--- config.mk ---
export PLATFORM = sky130hd
export DESIGN_NAME = uart_tx_dbuf
export DESIGN_NICKNAME = d
export VERILOG_FILES = /design/src/rtl/uart_tx_pkg.sv /design/src/rtl/uart_tx_framer.sv /design/src/rtl/uart_tx_hold.sv /design/src/rtl/uart_tx_dbuf.sv
export SDC_FILE = /design/constraint.sdc
export NUM_CORES = 1
export LEC_CHECK = 0
export BUFFER_PORTS_ARGS = -buffer_cell sky130_fd_sc_hd__buf_2
export CORE_MARGIN = 4
export CORE_UTILIZATION = 50
export CTS_CLUSTER_DIAMETER = 80
export DETAILED_ROUTE_END_ITERATION = 7
export GPL_TIMING_DRIVEN = 0
export PLACE_DENSITY = 0.68
export SLEW_MARGIN = 20
export SYNTH_ARGS = -nofsm -noshare
export SYNTH_HDL_FRONTEND = slang
export SYNTH_HIERARCHICAL = 1
export SYNTH_SLANG_ARGS = --single-unit
--- constraint.sdc ---
create_clock -name clk -period 3.96 [get_ports clk]
set_input_delay 0.198 -clock clk [delete_from_list [all_inputs] [get_ports clk]]
set_output_delay 0.198 -clock clk [all_outputs]
set_load 0.005 [all_outputs]
--- src/rtl/uart_tx_pkg.sv ---
package uart_tx_pkg;

    // What the shift register is currently carrying
    typedef enum logic [2:0] {
        K_NONE = 3'd0,
        K_PRE  = 3'd1,
        K_DATA = 3'd2,
        K_BRK  = 3'd3,
        K_TAIL = 3'd4
    } kind_e;

endpackage

--- src/rtl/uart_tx_framer.sv ---
// Builds a complete frame (start, data, optional parity, stop) from a held word.
module uart_tx_framer #(
    parameter int DATA_W  = 8,
    parameter int FRAME_W = DATA_W + 3,
    parameter int CNT_W   = $clog2(FRAME_W + 1)
) (
    input  logic [DATA_W:0]    word,
    input  logic               nine_bit,
    input  logic               par_en,
    input  logic               par_odd,
    output logic [FRAME_W-1:0] frame,
    output logic [CNT_W-1:0]   len
);

    localparam logic [CNT_W-1:0] LEN_LONG  = CNT_W'(FRAME_W);
    localparam logic [CNT_W-1:0] LEN_SHORT = CNT_W'(FRAME_W - 1);

    logic [DATA_W-1:0] body;
    logic              par_short;
    logic              par_long;

    genvar gi;
    generate
        for (gi = 0; gi < DATA_W; gi++) begin : g_body
            assign body[gi] = word[gi];
        end
    endgenerate

    assign par_short = (^word[DATA_W-2:0]) ^ par_odd;
    assign par_long  = (^word[DATA_W-1:0]) ^ par_odd;

    always_comb begin
        frame            = '1;
        frame[0]         = 1'b0;
        frame[DATA_W:1]  = body;
        if (!nine_bit) begin
            if (par_en) begin
                frame[DATA_W] = par_short;
            end
            len = LEN_SHORT;
        end else begin
            frame[DATA_W+1] = par_en ? par_long : word[DATA_W];
            len = LEN_LONG;
        end
    end

endmodule

--- src/rtl/uart_tx_hold.sv ---
// One-character holding register with its empty flag.
module uart_tx_hold #(
    parameter int WORD_W = 9
) (
    input  logic              clk,
    input  logic              rst_n,
    input  logic              wr_en,
    input  logic [WORD_W-1:0] wr_word,
    input  logic              take,
    output logic [WORD_W-1:0] word,
    output logic              empty
);

    typedef struct packed {
        logic [WORD_W-1:0] word;
        logic              empty;
    } hold_t;

    hold_t hold_d, hold_q;

    always_comb begin
        hold_d = hold_q;
        if (take) begin
            hold_d.empty = 1'b1;
        end
        if (wr_en && hold_q.empty) begin
            hold_d.word  = wr_word;
            hold_d.empty = 1'b0;
        end
    end

    always_ff @(posedge clk) begin
        if (!rst_n) begin
            hold_q <= '{word: '0, empty: 1'b1};
        end else begin
            hold_q <= hold_d;
        end
    end

    assign word  = hold_q.word;
    assign empty = hold_q.empty;

    // an accepted write clears the flag
    p_write_clears_r6: assert property (@(posedge clk) disable iff (!rst_n)
        (wr_en && hold_q.empty) |=> !hold_q.empty);

    // a write while full leaves the held word alone
    p_full_write_ignored_r6: assert property (@(posedge clk) disable iff (!rst_n)
        (wr_en && !hold_q.empty && !take) |=> ($stable(hold_q.word) && !hold_q.empty));

    // the sequencer only takes a character that is present
    p_take_needs_char_r5: assert property (@(posedge clk) disable iff (!rst_n)
        take |-> !hold_q.empty);

    // moving the character to the shifter frees the holding register
    p_take_empties_r5: assert property (@(posedge clk) disable iff (!rst_n)
        take |=> hold_q.empty);

endmodule

--- src/rtl/uart_tx_dbuf.sv ---
// Double-buffered serial transmitter: slot sequencer on top of holder and framer.
module uart_tx_dbuf
    import uart_tx_pkg::*;
#(
    parameter int DATA_W = 8
) (
    input  logic              clk,
    input  logic              rst_n,
    input  logic              bit_tick,
    input  logic              wr_en,
    input  logic [DATA_W-1:0] wr_data,
    input  logic              wr_bit8,
    input  logic              tx_en,
    input  logic              brk_req,
    input  logic              nine_bit,
    input  logic              par_en,
    input  logic              par_odd,
    input  logic              invert,
    output logic              txd,
    output logic              empty,
    output logic              done
);

    localparam int FRAME_W = DATA_W + 3;
    localparam int CNT_W   = $clog2(FRAME_W + 1);
    localparam int WORD_W  = DATA_W + 1;

    typedef struct packed {
        logic               line;
        logic [FRAME_W-1:0] shift;
        logic [CNT_W-1:0]   cnt;
        logic               active;
        kind_e              kind;
        logic               pre_pend;
        logic               en_seen;
        logic               warm;
    } seq_t;

    seq_t seq_d, seq_q;

    logic [WORD_W-1:0]  held_word;
    logic               hold_empty;
    logic               take;
    logic [FRAME_W-1:0] data_frame;
    logic [CNT_W-1:0]   frame_len;

    uart_tx_hold #(.WORD_W(WORD_W)) u_hold (
        .clk     (clk),
        .rst_n   (rst_n),
        .wr_en   (wr_en),
        .wr_word ({wr_bit8, wr_data}),
        .take    (take),
        .word    (held_word),
        .empty   (hold_empty)
    );

    uart_tx_framer #(.DATA_W(DATA_W), .FRAME_W(FRAME_W), .CNT_W(CNT_W)) u_framer (
        .word     (held_word),
        .nine_bit (nine_bit),
        .par_en   (par_en),
        .par_odd  (par_odd),
        .frame    (data_frame),
        .len      (frame_len)
    );

    always_comb begin
        seq_d         = seq_q;
        take          = 1'b0;
        seq_d.warm    = 1'b1;
        seq_d.en_seen = tx_en;
        if (tx_en && !seq_q.en_seen) begin
            seq_d.pre_pend = 1'b1;
        end
        if (!tx_en) begin
            seq_d.pre_pend = 1'b0;
        end

        if (bit_tick) begin
            if (seq_q.cnt != '0) begin
                // next slot of the frame under way
                seq_d.line  = seq_q.shift[0];
                seq_d.shift = {1'b1, seq_q.shift[FRAME_W-1:1]};
                seq_d.cnt   = seq_q.cnt - 1'b1;
            end else if (seq_q.pre_pend && tx_en) begin
                seq_d.line     = 1'b1;
                seq_d.shift    = '1;
                seq_d.cnt      = frame_len - 1'b1;
                seq_d.active   = 1'b1;
                seq_d.kind     = K_PRE;
                seq_d.pre_pend = 1'b0;
            end else if (brk_req && tx_en) begin
                seq_d.line   = 1'b0;
                seq_d.shift  = '0;
                seq_d.cnt    = frame_len - 1'b1;
                seq_d.active = 1'b1;
                seq_d.kind   = K_BRK;
            end else if (seq_q.active && (seq_q.kind == K_BRK)) begin
                // single high slot closing a break
                seq_d.line   = 1'b1;
                seq_d.shift  = '1;
                seq_d.cnt    = '0;
                seq_d.active = 1'b1;
                seq_d.kind   = K_TAIL;
            end else if (!hold_empty && tx_en) begin
                take         = 1'b1;
                seq_d.line   = data_frame[0];
                seq_d.shift  = {1'b1, data_frame[FRAME_W-1:1]};
                seq_d.cnt    = frame_len - 1'b1;
                seq_d.active = 1'b1;
                seq_d.kind   = K_DATA;
            end else begin
                seq_d.line   = 1'b1;
                seq_d.shift  = '1;
                seq_d.active = 1'b0;
                seq_d.kind   = K_NONE;
            end
        end
    end

    always_ff @(posedge clk) begin
        if (!rst_n) begin
            seq_q <= '{line: 1'b1, shift: '1, cnt: '0, active: 1'b0, kind: K_NONE,
                       pre_pend: 1'b0, en_seen: 1'b0, warm: 1'b0};
        end else begin
            seq_q <= seq_d;
        end
    end

    assign txd   = seq_q.line ^ invert;
    assign empty = hold_empty;
    assign done  = hold_empty && !seq_q.active && !seq_q.pre_pend;

    // completion implies the holding register is free
    p_done_needs_empty_r7: assert property (@(posedge clk) disable iff (!rst_n)
        done |-> empty);

    // the line only moves after a tick
    p_line_held_between_ticks_r2: assert property (@(posedge clk) disable iff (!rst_n)
        (seq_q.warm && !$past(bit_tick)) |-> $stable(seq_q.line));

    // break slots drive the active (low) level
    p_break_low_r10: assert property (@(posedge clk) disable iff (!rst_n)
        (seq_q.active && seq_q.kind == K_BRK) |-> (txd == invert));

    // the closing slot after a break is high
    p_break_tail_high_r10: assert property (@(posedge clk) disable iff (!rst_n)
        (seq_q.active && seq_q.kind == K_TAIL) |-> (txd == !invert));

    // preamble slots are all ones
    p_preamble_high_r8: assert property (@(posedge clk) disable iff (!rst_n)
        (seq_q.active && seq_q.kind == K_PRE) |-> (txd == !invert));

    // the idle line shows the inverted-aware idle level
    p_idle_level_r11: assert property (@(posedge clk) disable iff (!rst_n)
        !seq_q.active |-> (txd == !invert));

endmodule

==> qor.txt <==
status: complete, no violations
R2R Setup Slk: 2.14 ns
hold path start: wr_data[7]
full die area: 4982 sq um
Root Driver: clkbuf_8
Tmin final: 1.821 ns
# nets final: 269
switch share: 33.76%
DR pass1 iterations: 4
total power: 1.014 mW
Clock Latency Late Sink: 0.28 ns
first-pass GRT wire length: 6575 um
routed via count: 1608
internal cell power: 0.6719 mW
largest net degree at the start of global routing: 11
unrepaired setup endpoints after global routing: false
Worst Setup Start Kind: flip-flop
register share of total power: 38.5%
# diodes: 0
R2R cell count: 8
Setup violations, final: 0
GP Congestion: 0.7287
most frequent cells in the layout: dfxtp_1 (32), inv_1 (20), nand2_1 (20), buf_2 (20), buf_4 (16)
Synth Instances: 219
CP Data Required Time: 4.09 ns
cell area after synthesis: 1958 sq um
post-CTS sizing: 0
final hold slack: 0.1654 ns
Netlist cell types: 42
sequential share of the synthesized area: 32.72%
Yosys reg bits: 32
Layout fillers: 355
chip width: 70.58 um
hpwl dp: 2917 um
R2R Path End: seq_q[13]
WL per Instance: 13.31 um
H-tree lvl count: 2
clock skew: 0.006218 ns
DRT iter0 DRCs: 108
layout cells sized above 1: 29.44%
Num CTS Buffers: 5
hold worst-path end: u_hold/word[7]
final worst path period share: 45.98%
Core ar.: 3716 sq um
post-CTS setup repair buffer count: 0
fin. max-slew vios: 0
worst r2r src: seq_q[7]
Area Overhead vs Synth: 12.84%
Antenna Nets Post-Route: 0
synth warn: 6
drt drc: 0
Worst Setup End Kind: flip-flop
worst hold path type: input port to flip-flop
NetSw: 0.3424 mW
GR Overflow Total: 0
critical path startpoint: seq_q[7]
IO buf count: 18
Rows: 22
WS Path Type: flip-flop to flip-flop
DR vias/cell: 5.432
buffer depth of the longest clock path: 2
Max Clk Rate: 0.5492 GHz
clock-pin slew on the worst setup and hold paths: 0.07 ns
Power Density: 459.0 nW/um^2
final design utilization: 59.46%
combinational share of power: 36.3%
crit path DAT: 1.95 ns
routed wire length: 3940 um
P_leak: 0.9754 nW
die height: 70.58 um
hold buffer count at CTS: 0
top-level I/O count: 22
clock sink total: 32
Peak VDD IR: 0.2443 mV
Final Hold Fails: 0
max-cap check violation count: 0
CTS tree: yes
Initial Utilization: 52.69%
top fanout value on the critical path: 10
antenna violations before repair: 0
commonest non-fill, non-tap cell in the layout: dfxtp_1
vias in the first global route: 1450
syn_area_per_cell: 8.941 sq um
All-Layer GR Usage: 16.49%
TNS Setup: 0 ns
Clock power frac: 25.3%
Worst Hold Depth: 3
-- synthesized netlist by cell type (all sizes together) --
master    n  area (sq um)
a21oi     9         45.04
inv      20         75.07
a41o      1         10.01
xnor3     1         22.52
o21ai    25         166.4
a311oi    3         26.28
nand2    20         75.07
nand4     9         56.30
dfxtp    32         640.6
o22a      2         17.52
nand4bb   1         11.26
xnor2     8         70.07
buf      22         183.9
a211oi   11         132.6
nor3b     1         12.51
nor3      6         30.03
o2111ai   2         35.04
ha        3         37.54
conb      2         7.510
and2      3         21.27
nand3     2         22.52
nor2b     1         6.260
xor2      2         17.52
a31oi     1         6.260
nand4b    1         23.77
nand2b    2         12.51
mux2i     1         10.01
o22ai     1         6.260
o211ai    2         20.02
nor2      5         18.77
o21a      2         15.01
o221ai   11         96.34
clkbuf    7         26.28
-- sequential cells by signal (all words and copies together) (netlist names) --
register      flops
seq_q            22
u_hold/empty      1
u_hold/word       9
-- area by class of cell --
cell class	count	area [sq um]	share of cell area, %
Clock buffer	8	90.09	4.077
Sequential cell	32	640.6	28.99
Multi-Input combinational cell	141	1044	47.23
Timing Repair Buffer	18	90.09	4.077
Tap cell	48	60.06	2.718
Inverter	20	75.07	3.398
Buffer	29	210.2	9.513
-- power groups by stage --
stage / Clock, mW / Combinational (mW) / Sequential, mW
2_1_floorplan: 0 / 0.300 / 0.390
3_3_place_gp: 0 / 0.363 / 0.397
3_5_place_dp: 0 / 0.364 / 0.397
4_1_cts: 0.263 / 0.367 / 0.390
5_1_grt: 0.278 / 0.411 / 0.395
6_report: 0.256 / 0.368 / 0.390
-- worst max-delay path, stage by stage (launching register included) --
cell      delay [ns]
dfxtp_1         0.34
inv_1           0.08
ha_1            0.19
nor3b_2         0.24
buf_6           0.19
nand3_4         0.08
buf_6           0.16
a211oi_2        0.22
o221ai_1        0.16
-- kinds of logic after synthesis --
logic type      Yosys count  share of synthesized area (%)
compound gates           70                          29.46
xor+xnor                 11                          5.623
fa+ha+maj                 3                          1.917
buf+inv                  49                          14.57
flops                    32                          32.72
mux                       1                         0.5112
other cells               2                         0.3835
simple gates             51                          14.82
-- metrics by stage --
step	cell area (sq um)	std cells	worst slack (ns)
2_1_floorplan	1969	222	2.391
3_3_place_gp	2120	288	2.209
3_5_place_dp	2120	288	2.189
4_1_cts	2210	296	2.144
5_1_grt	2210	296	2.014
6_report	2210	296	2.139
-- routing by layer --
layer	up-vias	track usage, %	wire length, um	part of all wire [%]
met4	0	7.098	86	2.2
met2	32	26.40	1823	46
met3	11	4.119	160	4.1
met5	-	0	0	0
met1	746	21.16	1869	47
li1	819	-	-	-
-- how the worst max path moves through the flow --
stage | end | slack, ns | cells after the start
6_report | seq_q[13] | 2.14 | 8
5_1_grt | seq_q[15] | 2.01 | 8
4_1_cts | seq_q[13] | 2.14 | 8
3_5_place_dp | seq_q[15] | 2.19 | 8
3_3_place_gp | seq_q[19] | 2.21 | 8
2_1_floorplan | seq_q[12] | 2.39 | 8
(Power assumes the default switching activity.)
